[src/rtl/adc_i2c_pkg.sv]
package adc_i2c_pkg;

    localparam int BYTE_W = 8;

    // Byte-level progress of the target
    typedef enum logic [2:0] {
        ST_IDLE,
        ST_RX,
        ST_RX_ACK,
        ST_TX,
        ST_TX_ACK
    } tgt_state_e;

    // Meaning of the byte being received
    typedef enum logic [1:0] {
        RK_ADDR,
        RK_WDATA,
        RK_GCALL
    } rx_kind_e;

    localparam logic [BYTE_W-1:0] GC_ADDR   = 8'h00;
    localparam logic [BYTE_W-1:0] GC_RESET  = 8'h06;
    localparam logic [BYTE_W-1:0] GC_KEEP   = 8'h04;
    localparam logic [BYTE_W-1:0] FILL_BYTE = 8'hFF;
    localparam logic [4:0]        HS_PREFIX = 5'b00001;

endpackage

[src/rtl/i2c_sync_bit.sv]
module i2c_sync_bit #(
    parameter int   STAGES    = 2,
    parameter logic RESET_VAL = 1'b1
) (
    input  logic clk,
    input  logic rst_n,
    input  logic d_i,
    output logic q_o
);
    logic [STAGES-1:0] chain_q;

    always_ff @(posedge clk or negedge rst_n) begin
        if (!rst_n) chain_q <= {STAGES{RESET_VAL}};
        else        chain_q <= {chain_q[STAGES-2:0], d_i};
    end

    assign q_o = chain_q[STAGES-1];
endmodule

[src/rtl/i2c_bus_events.sv]
module i2c_bus_events (
    input  logic clk,
    input  logic rst_n,
    input  logic scl_s,
    input  logic sda_s,
    output logic scl_rise,
    output logic scl_fall,
    output logic start_evt,
    output logic stop_evt
);
    logic scl_prev_q, sda_prev_q;

    always_ff @(posedge clk or negedge rst_n) begin
        if (!rst_n) begin
            scl_prev_q <= 1'b1;
            sda_prev_q <= 1'b1;
        end else begin
            scl_prev_q <= scl_s;
            sda_prev_q <= sda_s;
        end
    end

    always_comb begin
        scl_rise  = scl_s && !scl_prev_q;
        scl_fall  = !scl_s && scl_prev_q;
        start_evt = scl_s && scl_prev_q && sda_prev_q && !sda_s;
        stop_evt  = scl_s && scl_prev_q && !sda_prev_q && sda_s;
    end
endmodule

[src/rtl/adc_i2c_target.sv]
module adc_i2c_target
    import adc_i2c_pkg::*;
#(
    parameter int         SYNC_STAGES = 2,
    parameter int         RESULT_W    = 16,
    parameter logic [3:0] ADDR_PREFIX = 4'b1001
) (
    input  logic                clk,
    input  logic                rst_n,
    input  logic                scl_i,
    input  logic                sda_i,
    output logic                sda_oe_o,
    input  logic [2:0]          strap_i,
    input  logic [RESULT_W-1:0] result_i,
    input  logic [BYTE_W-1:0]   cfg_i,
    output logic                cfg_wr_o,
    output logic [BYTE_W-1:0]   cfg_wdata_o,
    output logic                soft_rst_o,
    output logic                hs_mode_o
);
    localparam int RES_BYTES = RESULT_W / BYTE_W;
    localparam int LAST_IDX  = RES_BYTES + 1;
    localparam int IDX_W     = $clog2(LAST_IDX + 1);
    localparam int CNT_W     = $clog2(BYTE_W + 1);

    typedef struct packed {
        tgt_state_e          st;
        rx_kind_e            kind;
        logic [CNT_W-1:0]    cnt;
        logic [BYTE_W-1:0]   sh;
        logic                oe;
        logic                rd;
        logic [IDX_W-1:0]    idx;
        logic [RESULT_W-1:0] lat;
        logic                wr_done;
        logic                cfg_wr;
        logic [BYTE_W-1:0]   wdata;
        logic                srst;
        logic                hs;
    } regs_t;

    // ---- line synchronizers, one per bus line ----
    logic [1:0] line_raw, line_s;
    assign line_raw = {scl_i, sda_i};

    for (genvar g = 0; g < 2; g++) begin : g_sync
        i2c_sync_bit #(.STAGES(SYNC_STAGES), .RESET_VAL(1'b1)) u_sync (
            .clk   (clk),
            .rst_n (rst_n),
            .d_i   (line_raw[g]),
            .q_o   (line_s[g])
        );
    end

    logic scl_s, sda_s;
    assign scl_s = line_s[1];
    assign sda_s = line_s[0];

    logic scl_rise, scl_fall, start_evt, stop_evt;

    i2c_bus_events u_events (
        .clk       (clk),
        .rst_n     (rst_n),
        .scl_s     (scl_s),
        .sda_s     (sda_s),
        .scl_rise  (scl_rise),
        .scl_fall  (scl_fall),
        .start_evt (start_evt),
        .stop_evt  (stop_evt)
    );

    // ---- read byte selection ----
    function automatic logic [BYTE_W-1:0] tx_pick(input logic [IDX_W-1:0] idx,
                                                  input logic [RESULT_W-1:0] res,
                                                  input logic [BYTE_W-1:0] cfg);
        logic [RESULT_W-1:0] shifted;
        shifted = '0;
        if (int'(idx) < RES_BYTES) begin
            shifted = res >> (BYTE_W * (RES_BYTES - 1 - int'(idx)));
            return shifted[BYTE_W-1:0];
        end else if (int'(idx) == RES_BYTES) begin
            return cfg;
        end
        return FILL_BYTE;
    endfunction

    function automatic logic [IDX_W-1:0] idx_next(input logic [IDX_W-1:0] idx);
        if (idx == IDX_W'(LAST_IDX)) return idx;
        return idx + 1'b1;
    endfunction

    regs_t r_q, r_d;
    logic [BYTE_W-1:0] tx_byte;
    logic              addr_hit;

    always_comb begin
        tx_byte  = tx_pick(r_q.idx, r_q.lat, cfg_i);
        addr_hit = (r_q.sh[BYTE_W-1:1] == {ADDR_PREFIX, strap_i});

        r_d        = r_q;
        r_d.cfg_wr = 1'b0;
        r_d.srst   = 1'b0;

        if (stop_evt) begin
            r_d.st = ST_IDLE;
            r_d.oe = 1'b0;
            r_d.hs = 1'b0;
            r_d.rd = 1'b0;
        end else if (start_evt) begin
            r_d.st   = ST_RX;
            r_d.kind = RK_ADDR;
            r_d.cnt  = '0;
            r_d.oe   = 1'b0;
            r_d.rd   = 1'b0;
        end else begin
            unique case (r_q.st)
                ST_RX: begin
                    if (scl_rise) begin
                        r_d.sh  = {r_q.sh[BYTE_W-2:0], sda_s};
                        r_d.cnt = r_q.cnt + 1'b1;
                    end else if (scl_fall && r_q.cnt == CNT_W'(BYTE_W)) begin
                        r_d.st = ST_RX_ACK;
                        unique case (r_q.kind)
                            RK_ADDR: begin
                                if (addr_hit) begin
                                    r_d.oe = 1'b1;
                                    if (r_q.sh[0]) begin
                                        r_d.rd  = 1'b1;
                                        r_d.lat = result_i;
                                        r_d.idx = '0;
                                    end else begin
                                        r_d.kind    = RK_WDATA;
                                        r_d.wr_done = 1'b0;
                                    end
                                end else if (r_q.sh == GC_ADDR) begin
                                    r_d.oe   = 1'b1;
                                    r_d.kind = RK_GCALL;
                                end else begin
                                    if (r_q.sh[BYTE_W-1:3] == HS_PREFIX) r_d.hs = 1'b1;
                                    r_d.st = ST_IDLE;
                                end
                            end
                            RK_WDATA: begin
                                if (!r_q.wr_done) begin
                                    r_d.oe      = 1'b1;
                                    r_d.cfg_wr  = 1'b1;
                                    r_d.wdata   = r_q.sh;
                                    r_d.wr_done = 1'b1;
                                end
                            end
                            RK_GCALL: begin
                                if (r_q.sh == GC_RESET) begin
                                    r_d.oe   = 1'b1;
                                    r_d.srst = 1'b1;
                                end else if (r_q.sh == GC_KEEP) begin
                                    r_d.oe = 1'b1;
                                end
                            end
                            default: r_d.st = ST_IDLE;
                        endcase
                    end
                end
                ST_RX_ACK: begin
                    if (scl_fall) begin
                        r_d.oe  = 1'b0;
                        r_d.cnt = '0;
                        if (r_q.rd) begin
                            r_d.st  = ST_TX;
                            r_d.sh  = tx_byte;
                            r_d.oe  = ~tx_byte[BYTE_W-1];
                            r_d.idx = idx_next(r_q.idx);
                        end else begin
                            r_d.st = ST_RX;
                        end
                    end
                end
                ST_TX: begin
                    if (scl_rise) begin
                        r_d.cnt = r_q.cnt + 1'b1;
                    end else if (scl_fall) begin
                        if (r_q.cnt == CNT_W'(BYTE_W)) begin
                            r_d.st  = ST_TX_ACK;
                            r_d.oe  = 1'b0;
                            r_d.cnt = '0;
                        end else begin
                            r_d.sh = {r_q.sh[BYTE_W-2:0], 1'b1};
                            r_d.oe = ~r_q.sh[BYTE_W-2];
                        end
                    end
                end
                ST_TX_ACK: begin
                    if (scl_rise) begin
                        if (sda_s) begin
                            r_d.st = ST_IDLE;
                            r_d.rd = 1'b0;
                        end else begin
                            r_d.cnt = CNT_W'(1);
                        end
                    end else if (scl_fall && r_q.cnt == CNT_W'(1)) begin
                        r_d.st  = ST_TX;
                        r_d.cnt = '0;
                        r_d.sh  = tx_byte;
                        r_d.oe  = ~tx_byte[BYTE_W-1];
                        r_d.idx = idx_next(r_q.idx);
                    end
                end
                default: ;
            endcase
        end
    end

    always_ff @(posedge clk or negedge rst_n) begin
        if (!rst_n) begin
            r_q      <= '0;
            r_q.st   <= ST_IDLE;
            r_q.kind <= RK_ADDR;
        end else begin
            r_q <= r_d;
        end
    end

    assign sda_oe_o    = r_q.oe;
    assign cfg_wr_o    = r_q.cfg_wr;
    assign cfg_wdata_o = r_q.wdata;
    assign soft_rst_o  = r_q.srst;
    assign hs_mode_o   = r_q.hs;

endmodule

[config.mk]
export PLATFORM = sky130hd
export DESIGN_NAME = adc_i2c_target
export DESIGN_NICKNAME = d
export VERILOG_FILES = /design/src/rtl/adc_i2c_pkg.sv /design/src/rtl/i2c_sync_bit.sv /design/src/rtl/i2c_bus_events.sv /design/src/rtl/adc_i2c_target.sv
export SDC_FILE = /design/constraint.sdc
export NUM_CORES = 1
export LEC_CHECK = 0
export BUFFER_PORTS_ARGS = -buffer_cell sky130_fd_sc_hd__buf_2
export CAP_MARGIN = 5
export CORE_MARGIN = 2
export CORE_UTILIZATION = 35
export CTS_BUF_LIST = sky130_fd_sc_hd__clkbuf_16
export CTS_CLUSTER_SIZE = 12
export DETAILED_ROUTE_END_ITERATION = 7
export HOLD_SLACK_MARGIN = 0.02
export PLACE_DENSITY = 0.5
export SLEW_MARGIN = 20
export SYNTH_ARGS = -nofsm -noshare
export SYNTH_HDL_FRONTEND = slang
export SYNTH_HIERARCHICAL = 1
export SYNTH_SLANG_ARGS = --single-unit
[constraint.sdc]
create_clock -name clk -period 4 [get_ports clk]
set_clock_uncertainty 0.2 [all_clocks]
set_input_delay 0.2 -clock clk [delete_from_list [all_inputs] [get_ports clk]]
set_output_delay 0.2 -clock clk [all_outputs]
set_load 0.02 [all_outputs]
# Word-level counts from Yosys, hierarchy flattened

Index checks and enable logic that the tools add are counted.

Register bits after elaboration: 55
Input bits: 31
Output and inout port bits: 12
Word-level logic and storage cells: 229

Add/sub/neg operators: 3
Magnitude comparators: 1
Equal/unequal tests: 60
Shifts and indexed selects: 1
Muxes and demuxes: 101
Bitwise gates (word level): 5
Reductions and logical operators: 41

Operators with widths:

| kind                 | number |
|---|---|
| $mux W20             | 7 |
| $mux W10             | 7 |
| $mux W32             | 2 |
| $ne A4 B4 Y1 const B | 15 |
| $mux W9              | 6 |
| $pmux W13 S4         | 1 |
| $reduce_and A8 Y1    | 5 |
| $mux W13             | 3 |
| $mux W19             | 2 |
| $mux W2              | 17 |
| $mux W8              | 4 |
| $shr A16 B32 Y8      | 1 |
| $mux W1              | 29 |
| $ne A7 B7 Y1 const B | 4 |
| $mux W3              | 8 |
| $ne A2 B2 Y1 const B | 12 |
| $reduce_and A12 Y1   | 2 |
| $mux W11             | 2 |
| $eq A8 B3 Y1 const B | 2 |
| $mux W4              | 4 |
| $reduce_bool A2 Y1   | 8 |
| $reduce_and A7 Y1    | 2 |
| $mux W12             | 1 |
| $ne A6 B6 Y1 const B | 2 |
| 37 further kinds     | 66 |

# Longest topological paths before layout

Word-level depth: 14
Gate-level depth with buffers: 9
Depth with buffers taken out: 7

# Cells and area by module

Netlist, hierarchy kept.

By module, submodules not included:

| module         | instances | cells each | area an instance (um^2) | sequential area each (um^2) |
|---|---|---|---|---|
| adc_i2c_target | 1         | 306        | 3065.4                  | 1226.2 |
| i2c_sync_bit   | 2         | 2          | 52.6                    | 52.6 |
| i2c_bus_events | 1         | 6          | 85.1                    | 52.6 |

# Worst setup path after synthesis

Ideal clock, no wire load.

Path type: flip-flop to flip-flop
From: reg g_sync[0].u_sync.chain_q[1]
To: reg r_q[18] in the netlist's numbering
Setup time: 0.125 ns
Arrival: 2.456 ns
Data required time: 3.675 ns
Slack: 1.220 ns
Stages on the path, launching flop included: 10
Path buffers: 3
Clock period less this slack: 2.780 ns
Path through: dfstp_2 and4b_1 buf_2 or2_1 clkbuf_1 nor4_2 nand3_1 nor3_4 buf_6 mux2_2

Word-level cells in the longest chain between the ends: 4
Elaborated cells on any way between the ends: 8
Those cells by class: 2 x eq/ne; 2 x bitwise; 4 x reduce/logical

RTL lines:

| what                                                        | line                  | RTL |
|---|---|---|
| from (decl)                                                 | i2c_sync_bit.sv:10    | `logic [STAGES-1:0] chain_q;` |
| from (signal assigned)                                      | i2c_sync_bit.sv:13    | `if (!rst_n) chain_q <= {STAGES{RESET_VAL}};` |
| from (signal assigned)                                      | i2c_sync_bit.sv:14    | `else chain_q <= {chain_q[STAGES-2:0], d_i};` |
| $logic_not A1 Y1 (*)                                        | i2c_bus_events.sv:26  | `start_evt = scl_s && scl_prev_q && sda_prev_q && !sda_s;` |
| $logic_and A1 B1 Y1 (*)                                     | i2c_bus_events.sv:26  |  |
| via start_evt                                               | adc_i2c_target.sv:59  | `logic scl_rise, scl_fall, start_evt, stop_evt;` |
| $ne A7 B7 Y1 (no source line) or $not A1 Y1 (tied branches) | -                     |  |
| $reduce_and A8 Y1 (no source line) (*)                      | -                     |  |
| to (signal assigned)                                        | adc_i2c_target.sv:218 | `r_q <= r_d;` |
| to (decl)                                                   | adc_i2c_target.sv:92  | `regs_t r_q, r_d;` |

The timed path passes the listed nets; every way through them passes the cells marked *.
A chain may end at the register's enable or synchronous reset.

# Final worst setup path

From: reg g_sync[0].u_sync.chain_q[1]
To: reg r_q[22] in the netlist's numbering

Same word-level chain as after synthesis.

==> results.toml <==
[outcome]
outcome = "complete, no violations"

[drt]
vias = 2487
routed_wirelength_um = 7400
first_pass_iters = 4
drtIter0Drc = 149
antenna_left = 0
wire_per_inst_um = 15.5
drc = 0
routed_via_density = 5.20

[clock_network]
postCtsSetupRepairBufs = 0
path_clk_slew_ns = 0.07
cts_buffer_depth = 2
hold_buffers = 19
cts_tree = "built"
post_cts_resized = 0
clk_latency_ns = 0.30
clock-sinks = 55
htreeDepth = 2
cts-root-buf = "clkbuf_16"
cts_inserted_buffers = 5

[place]
dp_cells = 451
portBuffers = 42
post_dp_cell_area_mm2 = 0.00352
place_ws_ns = 0.833
dp_hpwl_um = 5150
place_congestion = 0.872

[yosys]
synth_top_family_by_area = "multiplexers"
ys_seq_area_share_pct = 42.5
synthSimpleGateAreaFrac_pct = 16.5
synthesis.area_mm2 = 0.00326
synth-compound-area-share_pct = 13.0
synth_xor_area_share_pct = 0.807
synth-main-ff-cell = "dfrtp_1"
muxShareOfSynthArea_pct = 17.8
syn_nets = 356
synthCells = 316
async_flop_share_pct = 100
synth.avg_cell_area_um2 = 10.3
yosysWarnings = 6
synth_fa_ha_area_share_pct = 3.46
synth.distinct_cells = 63
ys_seq_elements = 55
synth-edff-count = 0

[setup_path]
r2r_start = "g_sync[0].u_sync/chain_q[1]"
endpoint_kind = "flip-flop"
critPathMaxFanout = 16
start_kind = "flip-flop"
path_class = "reg2reg"
worst_ep_arrival_time_ns = 3.14
crit_required_ns = 3.98
reg2regPathDepth = 6
r2r-end = "r_q[22]"
r2r_slack_ns = 0.85

[global_route]
grt_max_degree = 56
antenna_found_initial = 0
grt_pass1_wl_um = 12600
grt_pass1_vias = 2483
grt_usage_pct = 15.8
grt_overflow_total = 0

[min_path]
hold_end = "g_sync[1].u_sync/chain_q[1]"
hold_class = "reg2reg"
min_path_cells = 0
hold_path_startpoint = "g_sync[1].u_sync/chain_q[0]"

[layout]
instances_no_fill = 478
fillCellCount = 903
area_growth_pct = 19.0
drive_above_1_share_pct = 31.1
fin_area_mm2 = 0.00387
finalNetCount = 406
diodes = 0

[power_and_ir_drop]
vdd_drop_max_v = 0.000163
power_w = 0.00141
p_leak_nw = 1.78
power.density_mw_per_mm2 = 364

[die]
core_area_mm2 = 0.00915
die_w_um = 100
placementRows = 35
pin_count = 43
die_area_mm2 = 0.0101
die_h_um = 100
start_util_pct = 35.6

[sta]
postLayoutSetupSlackWorst_ns = 0.845
fin_crit_sh_pct = 78.9
fin_setup_tns_ns = 0
final_hold_viol_count = 0
worst_pin_slew_ns = 0.862
fin_crit_ns = 3.15
maxSlewHeadroom_pct = 42.4
max_freq_ghz = 0.317
slew_violations = 0
finalSetupViolations = 0
rsz0062_at_grt = "false"

[run]
drv_cap = 0
Yosys cell counts, types with 2 or more instances:
| library cell | count | share of area, % |
|---|---|---|
| mux2_2 | 45 | 16 |
| dfstp_2 | 6 | 4.8 |
| a32o_1 | 3 | 0.92 |
| a32oi_1 | 2 | 0.54 |
| buf_4 | 8 | 1.8 |
| or3b_1 | 2 | 0.54 |
| o211ai_1 | 2 | 0.46 |
| o21ai_0 | 15 | 2.3 |
| a21o_1 | 2 | 0.46 |
| o21bai_1 | 2 | 0.46 |
| or4_1 | 3 | 0.69 |
| nor4_1 | 3 | 0.58 |
| inv_1 | 18 | 2.1 |
| nor2_1 | 20 | 2.3 |
| o22ai_1 | 3 | 0.58 |
| nor3_1 | 9 | 1.4 |
| nand4bb_1 | 2 | 0.69 |
| dfrtp_1 | 49 | 38 |
| a21oi_1 | 13 | 2.0 |
| mux2_1 | 2 | 0.69 |
| nand3_1 | 6 | 0.92 |
| nor2b_1 | 10 | 1.9 |
| ha_1 | 9 | 3.5 |
| xor2_1 | 2 | 0.54 |
| and4b_1 | 3 | 0.92 |
| a31oi_1 | 2 | 0.38 |
| o21ai_1 | 2 | 0.31 |
| nor3b_1 | 2 | 0.46 |
| nand3b_1 | 2 | 0.46 |
| mux2i_1 | 5 | 1.5 |
| clkbuf_1 | 12 | 1.4 |
| nand2_1 | 17 | 2.0 |
| nand2b_1 | 5 | 0.96 |
cells by family (layout without fill, tap and decap cells):
kind of cell | after synthesis | count (layout)
compound gates | 62 | 62
xor+xnor | 3 | 3
fa+ha+maj | 9 | 9
buf+inv | 41 | 92
flops | 55 | 55
mux | 52 | 52
simple gates | 94 | 94
per-layer routing:
metal  wire (µm)  vias up  global-route usage, %
li1            -     1220                      -
met4          97        0                   4.21
met1        3620     1188                   22.3
met5           0        -                      0
met3         333        8                   2.92
met2        3350       71                   24.9
cell type report:
type / instances / area, µm² / share of cell area [%]
inverter: 18 / 67.6 / 1.74
sequential: 55 / 1380 / 35.7
multi-input combinational: 220 / 1680 / 43.3
timing repair buffer: 66 / 438 / 11.3
clock inverter: 3 / 42.5 / 1.10
clock buffer: 5 / 125 / 3.23
tap: 111 / 139 / 3.58
power breakdown:
part	internal, W	switching, W
clock	0.000296	0.000211
combinational	0.000117	0.000129
sequential	0.000596	0.0000610
state kept, by name, indices dropped and copies added, names as in the netlist:
register,count
u_events/sda_prev_q,1
hs_mode_o,1
cfg_wdata_o,8
cfg_wr_o,1
g_sync.u_sync/chain_q,4
sda_oe_o,1
soft_rst_o,1
r_q,37
u_events/scl_prev_q,1
per-stage QoR:
step / hold WS, ns / util [%]
floorplan: -0.296 / -
global route: 0.166 / 42.3
finish: 0.161 / 42.3
CTS: 0.162 / 42.3
detailed placement: 0.107 / 38.4
global placement: 0.111 / 38.4
how the worst max path moves through the flow:
stage	start	endpoint
after floorplan	g_sync[0].u_sync/chain_q[1]	r_q[18]
after CTS	g_sync[0].u_sync/chain_q[1]	r_q[19]
final	g_sync[0].u_sync/chain_q[1]	r_q[22]
after detailed placement	g_sync[0].u_sync/chain_q[1]	r_q[19]
after global routing	g_sync[0].u_sync/chain_q[1]	r_q[18]
after global placement	g_sync[0].u_sync/chain_q[1]	r_q[12]
cells in the final DEF, fill, tap and decap left out, types with 5 or more instances in the layout:
cell type      instances
dlygate4sd3_1         19
o21ai_0               15
dfrtp_1               49
inv_1                 19
mux2_2                45
nand3_1                6
ha_1                   9
clkbuf_16              5
nor2b_1               10
mux2i_1                5
nand2_1               17
buf_2                 42
dfstp_2                6
nor2_1                20
buf_4                  5
a21oi_1               13
nor3_1                 9
nand2b_1               5
critical path, cell delays in order (launching register included):
cell	delay (ns)
dfstp_2	0.56
and4b_1	0.32
or2_1	0.35
nor4_2	0.38
nand3_1	0.19
nor3_4	0.64
mux2_2	0.41
No activity file was read; power rests on OpenSTA's default activity.
